--- config.mk ---
export PLATFORM = sky130hd
export DESIGN_NAME = region_mask_filter
export DESIGN_NICKNAME = d
export VERILOG_FILES = /design/src/rtl/region_mask_pkg.sv /design/src/rtl/region_mask_ctrl.sv /design/src/rtl/region_mask_dp.sv /design/src/rtl/region_mask_filter.sv
export SDC_FILE = /design/constraint.sdc
export NUM_CORES = 2
export LEC_CHECK = 0
export CAP_MARGIN = 10
export CORE_MARGIN = 2
export CORE_UTILIZATION = 40
export DETAILED_ROUTE_END_ITERATION = 8
export PLACE_DENSITY_LB_ADDON = 0.05
export SKIP_CTS_REPAIR_TIMING = 1
export SYNTH_ARGS = -nofsm -noshare
export SYNTH_HDL_FRONTEND = slang
export SYNTH_SLANG_ARGS = --single-unit
--- constraint.sdc ---
create_clock -name clk -period 3 [get_ports clk]
set_input_delay 0.75 -clock clk [delete_from_list [all_inputs] [get_ports clk]]
set_output_delay 0.75 -clock clk [all_outputs]
set_load 0.03 [all_outputs]
--- src/rtl/region_mask_pkg.sv ---
package region_mask_pkg;

  typedef enum logic [2:0] {
    SEL_NONE = 3'd0,
    SEL_PEND = 3'd1,
    SEL_CLR  = 3'd2,
    SEL_IEN  = 3'd3,
    SEL_MASK = 3'd4
  } sel_e;

  typedef struct packed {
    logic wr;
    logic rd;
    logic isGlobal;
    logic hiHalf;
    sel_e sel;
  } strobe_t;

endpackage

--- src/rtl/region_mask_ctrl.sv ---
module region_mask_ctrl
  import region_mask_pkg::*;
#(
  parameter int ADDR_W      = 12,
  parameter int NUM_REGIONS = 8,
  parameter int OFS_W       = 8,
  localparam int REG_W      = $clog2(NUM_REGIONS)
) (
  input  logic              busValid,
  input  logic              busWrite,
  input  logic [ADDR_W-1:0] busAddr,
  output strobe_t           strb,
  output logic [REG_W-1:0]  regionIdx,
  output logic [REG_W-1:0]  maskIdx
);

  logic [OFS_W-1:0] offset;
  logic             isGlobal;
  logic             inMaskArea;

  assign offset    = busAddr[OFS_W-1:0];
  assign isGlobal  = !busAddr[ADDR_W-1];
  assign regionIdx = busAddr[OFS_W +: REG_W];
  assign maskIdx   = offset[3 +: REG_W];

  // mask area: offsets 0x40 .. 0x40 + 8*NUM_REGIONS - 1, global window only
  assign inMaskArea = (offset[OFS_W-1:6] == 'd1) &&
                      (int'(offset[5:3]) < NUM_REGIONS);

  always_comb begin
    strb          = '0;
    strb.wr       = busValid && busWrite;
    strb.rd       = busValid && !busWrite;
    strb.isGlobal = isGlobal;
    strb.hiHalf   = offset[2];
    strb.sel      = SEL_NONE;
    if (busValid) begin
      unique case (offset[OFS_W-1:3])
        'd0:     strb.sel = SEL_PEND;
        'd1:     strb.sel = SEL_CLR;
        'd2:     strb.sel = SEL_IEN;
        default: strb.sel = (inMaskArea && isGlobal) ? SEL_MASK : SEL_NONE;
      endcase
    end
  end

endmodule

--- src/rtl/region_mask_dp.sv ---
module region_mask_dp
  import region_mask_pkg::*;
#(
  parameter int DATA_W      = 32,
  parameter int NUM_REGIONS = 8,
  localparam int REG_W      = $clog2(NUM_REGIONS),
  localparam int NUM_CH     = 2 * DATA_W
) (
  input  logic                   clk,
  input  logic                   rstN,
  input  strobe_t                strb,
  input  logic [REG_W-1:0]       regionIdx,
  input  logic [REG_W-1:0]       maskIdx,
  input  logic [DATA_W-1:0]      busWdata,
  input  logic [NUM_CH-1:0]      evtIn,
  output logic [DATA_W-1:0]      busRdata,
  output logic [NUM_REGIONS-1:0] regionIrq
);

  logic [NUM_REGIONS-1:0][NUM_CH-1:0] maskQ;
  logic [NUM_CH-1:0] pendQ;
  logic [NUM_CH-1:0] ienQ;
  logic [NUM_CH-1:0] effMask;
  logic [NUM_CH-1:0] halfSel;
  logic [NUM_CH-1:0] wrWide;
  logic [NUM_CH-1:0] wrBits;
  logic [NUM_CH-1:0] clrVec;
  logic [DATA_W-1:0] laneMask;
  logic [DATA_W-1:0] rdNext;
  logic              ienWr;
  logic              clrWr;
  logic              maskWr;

  function automatic logic [DATA_W-1:0] pickHalf(input logic [NUM_CH-1:0] v,
                                                 input logic hi);
    return hi ? v[NUM_CH-1:DATA_W] : v[DATA_W-1:0];
  endfunction

  assign effMask  = strb.isGlobal ? {NUM_CH{1'b1}} : maskQ[regionIdx];
  assign halfSel  = strb.hiHalf ? {{DATA_W{1'b1}}, {DATA_W{1'b0}}}
                                : {{DATA_W{1'b0}}, {DATA_W{1'b1}}};
  assign wrWide   = {busWdata, busWdata};
  assign wrBits   = halfSel & effMask;
  assign laneMask = pickHalf(effMask, strb.hiHalf);

  assign ienWr  = strb.wr && (strb.sel == SEL_IEN);
  assign clrWr  = strb.wr && (strb.sel == SEL_CLR);
  assign maskWr = strb.wr && (strb.sel == SEL_MASK);
  assign clrVec = clrWr ? (wrWide & wrBits) : '0;

  // channel state: events win over clears
  always_ff @(posedge clk) begin
    if (!rstN) begin
      pendQ <= '0;
      ienQ  <= '0;
    end else begin
      pendQ <= (pendQ & ~clrVec) | evtIn;
      if (ienWr) ienQ <= (ienQ & ~wrBits) | (wrWide & wrBits);
    end
  end

  // mask registers, global window only
  always_ff @(posedge clk) begin
    if (!rstN) begin
      maskQ <= '0;
    end else if (maskWr) begin
      if (strb.hiHalf) maskQ[maskIdx][NUM_CH-1:DATA_W] <= busWdata;
      else             maskQ[maskIdx][DATA_W-1:0]      <= busWdata;
    end
  end

  always_comb begin
    unique case (strb.sel)
      SEL_PEND: rdNext = pickHalf(pendQ, strb.hiHalf) & laneMask;
      SEL_IEN:  rdNext = pickHalf(ienQ, strb.hiHalf) & laneMask;
      SEL_MASK: rdNext = pickHalf(maskQ[maskIdx], strb.hiHalf);
      default:  rdNext = '0;
    endcase
  end

  always_ff @(posedge clk) begin
    if (!rstN) busRdata <= '0;
    else       busRdata <= strb.rd ? rdNext : '0;
  end

  for (genvar g = 0; g < NUM_REGIONS; g++) begin : gIrq
    always_ff @(posedge clk) begin
      if (!rstN) regionIrq[g] <= 1'b0;
      else       regionIrq[g] <= |(pendQ & ienQ & maskQ[g]);
    end

    AST_IRQ_NEEDS_MASK: assert property (@(posedge clk) disable iff (!rstN)
      (maskQ[g] == '0) |=> !regionIrq[g]);
  end

  AST_MASK_REGION_WR_DROPPED: assert property (@(posedge clk) disable iff (!rstN)
    (strb.wr && !strb.isGlobal) |=> $stable(maskQ));

  AST_IEN_DISABLED_KEPT: assert property (@(posedge clk) disable iff (!rstN)
    (ienWr && !strb.isGlobal) |=>
      (((ienQ ^ $past(ienQ)) & ~$past(maskQ[regionIdx])) == '0));

  AST_CLR_DISABLED_KEPT: assert property (@(posedge clk) disable iff (!rstN)
    (clrWr && !strb.isGlobal) |=>
      (($past(pendQ) & ~pendQ & ~$past(maskQ[regionIdx])) == '0));

  AST_EVENT_SETS_PEND: assert property (@(posedge clk) disable iff (!rstN)
    (|evtIn) |=> ((pendQ & $past(evtIn)) == $past(evtIn)));

  AST_READ_LANE_MASKED: assert property (@(posedge clk) disable iff (!rstN)
    (strb.rd && !strb.isGlobal && (strb.sel inside {SEL_PEND, SEL_IEN})) |=>
      ((busRdata & ~$past(laneMask)) == '0));

  AST_IDLE_RDATA_ZERO: assert property (@(posedge clk) disable iff (!rstN)
    !strb.rd |=> (busRdata == '0));

endmodule

--- src/rtl/region_mask_filter.sv ---
module region_mask_filter
  import region_mask_pkg::*;
#(
  parameter int ADDR_W      = 12,
  parameter int DATA_W      = 32,
  parameter int NUM_REGIONS = 8,
  localparam int REG_W      = $clog2(NUM_REGIONS),
  localparam int NUM_CH     = 2 * DATA_W
) (
  input  logic                   clk,
  input  logic                   rstN,
  input  logic                   busValid,
  input  logic                   busWrite,
  input  logic [ADDR_W-1:0]      busAddr,
  input  logic [DATA_W-1:0]      busWdata,
  output logic [DATA_W-1:0]      busRdata,
  input  logic [NUM_CH-1:0]      evtIn,
  output logic [NUM_REGIONS-1:0] regionIrq
);

  strobe_t          strb;
  logic [REG_W-1:0] regionIdx;
  logic [REG_W-1:0] maskIdx;

  region_mask_ctrl #(
    .ADDR_W      (ADDR_W),
    .NUM_REGIONS (NUM_REGIONS)
  ) i_ctrl (
    .busValid  (busValid),
    .busWrite  (busWrite),
    .busAddr   (busAddr),
    .strb      (strb),
    .regionIdx (regionIdx),
    .maskIdx   (maskIdx)
  );

  region_mask_dp #(
    .DATA_W      (DATA_W),
    .NUM_REGIONS (NUM_REGIONS)
  ) i_dp (
    .clk       (clk),
    .rstN      (rstN),
    .strb      (strb),
    .regionIdx (regionIdx),
    .maskIdx   (maskIdx),
    .busWdata  (busWdata),
    .evtIn     (evtIn),
    .busRdata  (busRdata),
    .regionIrq (regionIrq)
  );

endmodule

# --- After elaboration in Yosys (flattened, before gate mapping) ---
# Index checks and enable logic that the tools add are counted.
op_classes:
  reduce_logical: 19
  n_eq_ne: 7
  bitwise_logic: 19
  muxes: 22
  magnitude_cmp: 3
ops:
  columns: ["operator", "n"]
  rows:
  - ["$bwmux W512", 2]
  - ["$and A64 B64 Y64", 13]
  - ["$mux W512", 1]
  - ["$reduce_or A64 Y1", 8]
  - ["$bmux W64 S3", 2]
  - ["$demux W64 S3", 2]
  - ["$mux W64", 6]
  - ["$mux W32", 5]
  - ["$not A64 Y64", 2]
  - ["$or A64 B64 Y64", 2]
  - ["$pmux W32 S3", 1]
  - ["$and A32 B32 Y32", 2]
  - ["$pmux W3 S3", 1]
  - ["$lt A3 B4 Y1 const B", 2]
  - ["$logic_and A1 B1 Y1", 7]
  - ["$eq A3 B2 Y1 const B", 2]
  - ["$mux W3", 2]
  - ["$eq A5 B1 Y1 const B", 1]
  - ["$eq A5 B2 Y1 const B", 1]
  - ["$logic_not A5 Y1", 1]
  - ["$eq A3 B1 Y1 const B", 1]
  - ["$eq A3 B3 Y1 const B", 1]
  - ["$ge A3 B1 Y1 const B", 1]
  - ["$eq A2 B1 Y1 const B", 1]
  - ["2 further kinds", 3]
word_totals:
  elab_cells: 89
  regBits: 680

# --- Longest topological paths before layout ---
depth:
  ltp_word: 11
  mapped_depth: 9

# --- By module ---
# From an unflattened synthesis, not the netlist that was laid out.
unflattened:
  cells_unflattened: 4660
  area_unflattened_um2: 37559.8
by_module_without_submodules:
  columns: ["mod", "seq_area_each_um2", "instances", "area_per_inst_um2", "cells_per_inst"]
  rows:
  - ["region_mask_dp", 13613.1, 1, 37444.7, 4644]
  - ["region_mask_ctrl", 0.0, 1, 115.1, 16]

# --- Worst setup path before layout ---
# Ideal clock, no wire load.
synth_path:
  path_kind: "input port to flip-flop"
  from: "input port busAddr[8]"
  to: "register i_dp.busRdata[31]"
  t_required_ps: 2880
  setup_ps: 120
  setup_slack_ps: 610
  t_arrival_ps: 2271
  cell_stages: 6
  cell_sequence: "buf_2 -> buf_2 -> mux4_2 -> mux2i_1 -> a22oi_1 -> a211o_1"
synth_via:
  elab_chain_cells: 6
  word_cells_on_any_way: 7
  classes_between: "5 x mux; 2 x bitwise"
synth_lines:
  columns: ["element", "line_no", "rtl"]
  rows:
  - ["start, declared", "region_mask_filter.sv:14", "input logic [ADDR_W-1:0] busAddr,"]
  - ["$bmux W64 S3 (*)", "region_mask_dp.sv:39", "assign effMask = strb.isGlobal ? {NUM_CH{1'b1}} : maskQ[regionIdx];"]
  - ["$mux W64 (implied by the code) (*)", "region_mask_dp.sv:39", null]
  - ["$mux W64 (*)", "region_mask_dp.sv:39", null]
  - ["$mux W32 (*)", "region_mask_dp.sv:36", "return hi ? v[NUM_CH-1:DATA_W] : v[DATA_W-1:0];"]
  - ["$and A32 B32 Y32 (on tied branches)", "region_mask_dp.sv:75, region_mask_dp.sv:74", null]
  - ["$pmux W32 S3 (*)", "region_mask_dp.sv:73", "unique case (strb.sel)"]
  - ["end signal, assigned", "region_mask_dp.sv:83", "else busRdata <= strb.rd ? rdNext : '0;"]
  - ["end, declared", "region_mask_dp.sv:16", "output logic [DATA_W-1:0] busRdata,"]
# Every way passes the cells marked *; elsewhere a longest branch is shown, timed or not. The select of a mux whose other input is x is not followed.
# A chain may end at the register's enable or synchronous reset.

==> impl_results.md <==
* Status: finished clean
* RSZ-0062 raised after global routing: no
* Final hold vios at 0
* Drt pass-1 iters at 9
* Critical path capture point type: register
* Clock Tree Root: clkbuf_16
* Initial antenna violation count at 46
* Top_reg_cell synth: dfxtp_1
* Max layer used: met5
* Async set-reset flop share out of synthesis at 0
* Ys Warns at 0
* Clock Sinks at 680
* Pwr/cell area at 489.9 mW/mm^2
* Vias at 42900
* Clk_skew at 29.78 ps
* Area leader, netlist: dfxtp_1
* Post-route DRC at 0
* Seq cells post-synth at 680
* Die Area at 0.09576 mm^2
* Post-synthesis net count at 4833
* Num rows at 112
* CTS Buf Count at 83
* PnR Total Power at 22.31 mW
* Synth area leaders: dfxtp_1 (36%), nand2_1 (13%), mux4_2 (8.6%), a21oi_1 (7.3%), mux2i_1 (5.7%)
* Pre-CTS WS at -51.40 ps
* Clock Power Share at 0.495
* Mean Syn Cell Area at 7.905 um^2
* Maximum VDD drop at 0.4829 mV
* Nets at 4929
* Slew headroom at 0.2319
* Crit start category: register
* Boundary pin count at 152
* Unique masters post-synth at 61
* First-pass GRT wire length at 339400 um
* Gr ovfl total at 0
* Worst setup margin at 69.61 ps
* Worst slew pin tran at 1152 ps
* Setup violators final at 0
* Final worst path period need at 2930 ps
* Final WL at 255900 um
* Data arrival, critical path at 3500 ps
* Hold Path Class: reg -> reg
* Post-synthesis sequential area ratio at 0.3648
* Fill count at 9128
* Switch Pwr at 5.957 mW
* WL/cell at 41.53 um
* Met2 WL at 99840 um
* Largest net degree at the start of global routing at 97
* Maximum fanout along the worst path at 8
* Routed wl met3 at 38130 um
* Fin crit share at 0.9768
* Die X at 309.5 um
* Reg clk slew, reported paths at 60 ps
* Vias per cell at 6.962
* Starting DRC count in detailed routing at 8182
* Worst-Skew Late Latency at 700 ps
* Total core area at 0.09291 mm^2
* Die Ht at 309.5 um
* Final Max Slew Viols at 0
* Critical path type: reg -> reg
* Initial cell density of the core at 0.4017
* Comb pwr share at 0.090
* Critical Path RT at 3570 ps
* Leak at 16.17 nW
* Flop pwr share at 0.414
* Fmax at 341.3 MHz
* EDFF count, synth at 0
* Number of global-route vias before repair at 38030
* Placed Instances at 5986
* Int Pwr at 16.35 mW
* Switching share of total power at 0.2671
* Post-Place Cell Area at 0.04256 mm^2
* Total GRT Usage at 0.5246
* Final std cells w/o fill at 6162
* Mapped Cells at 4721
* Buffers on Ports at 149
* H-tree Lvls at 3
* Synthesized area at 0.03732 mm^2
* Wl on met1 at 92310 um
* Antenna viol nets, final at 0
* CTS tree: yes
* Share of layout cells above drive strength 1 at 0.1632
* Bufs on Longest Clock Path at 3
* Post-route design area at 0.04553 mm^2
* Layout area overhead at 22.00%
* Synth top area share at 0.3648
* GP Congestion at 1.118
* Post-DP HPWL at 185800 um
* Max-cap viol count at 0
## flip-flops by register name, summed over array words and instances (netlist names), named ones only
| register | cells |
|---|---|
| i_dp.regionIrq | 8 |
| i_dp.pendQ | 64 |
| i_dp.maskQ | 512 |
| i_dp.busRdata | 32 |
## metrics by stage
| step | utilization | hold WS [ps] | setup TNS (ps) |
|---|---|---|---|
| after floorplan | - | 446.5 | 0 |
| after global placement | 0.4581 | 458.1 | -69.87 |
| after detailed placement | 0.4581 | 475.1 | -64.16 |
| after CTS | 0.4894 | 482.9 | 0 |
| after global routing | 0.4895 | 500.4 | 0 |
| final | 0.4900 | 483.1 | 0 |
## power groups by stage
stage               Clock, mW  Combinational, mW  Sequential [mW]
finish                   11.0               2.02             9.24
global route             11.4               2.03             9.24
detailed placement          0               1.91             9.43
floorplan                   0               1.04             9.32
global placement            0               1.90             9.43
CTS                      11.0               1.91             9.23
## per-layer routing
layer	GRT usage	vias up
met5	0	-
met4	0.4095	46
met3	0.2227	1144
met2	0.7164	3801
met1	0.6445	20750
li1	-	17160
## synthesized netlist by cell type (all sizes together) (7+ instances only)
library cell,instances
nor3,13
a21oi,542
nor4,28
nor2,42
nand3,376
and3,26
a211oi,23
or4,8
inv,70
o22a,7
o22ai,132
a41oi,65
nand2b,7
o21ai,88
clkbuf,365
nand2,1280
or2,17
mux2,74
o2bb2ai,18
nand4,86
mux2i,213
a32oi,63
mux4,143
o221ai,36
a22o,11
buf,158
o32ai,7
a31oi,32
a22oi,36
dfxtp,680
nor2b,9
and2,16
## layout make-up
class | instances | area [um^2] | share of cell area
Antenna cell | 24 | 60.06 | 0.001319
Clock buffer | 118 | 2411 | 0.05296
Clock inverter | 34 | 494.2 | 0.01085
Inverter | 71 | 274.0 | 0.006018
Multi-Input combinational cell | 3447 | 21370 | 0.4693
Sequential cell | 680 | 13610 | 0.2990
Tap cell | 1254 | 1569 | 0.03446
Timing Repair Buffer | 534 | 5742 | 0.1261
## kinds of logic (layout without fill, tap and decap cells)
kind of cell	count (synthesis)	in the layout	share of synthesized area
buf+inv	594	757	0.06698
compound gates	1094	1094	0.1804
mux	430	430	0.1658
flops	680	680	0.3648
simple gates	1923	1923	0.2221
other cells	0	24	0
## placed cells by master, fill, tap and decap left out, types with 26 or more instances in the layout
cell and n:
o22ai_1 132, nor4_1 28, buf_12 109, mux4_2 143, nand4_1 86, nand3_1 372, o21ai_0 87, dfxtp_1 680
o221ai_1 36, nand2_1 1280, buf_4 279, mux2i_1 213, clkdlybuf4s50_1 141, inv_1 69, a22oi_1 36, a32oi_1 63
mux2_2 74, nor2_1 26, clkbuf_16 85, a31oi_1 32, a41oi_1 65, a21oi_1 542
## critical path, stage by stage, from the launching register on
cell and delay (ps):
dfxtp_1 410, nand3_1 410, nand4_1 290, or4_1 680, nor4_1 540, buf_4 200
a31oi_1 90, buf_4 190
## worst paths after layout
path	start	to	slack, ps	cells past startpoint
worst max-delay path	register	i_dp.regionIrq[7]$_SDFF_PN0_	70	7
worst max register to register	register	i_dp.regionIrq[7]$_SDFF_PN0_	70	7
worst min register to register	register	register	480	2
worst min-delay path	register	register	480	2
Power figures use the tool's default switching activity.
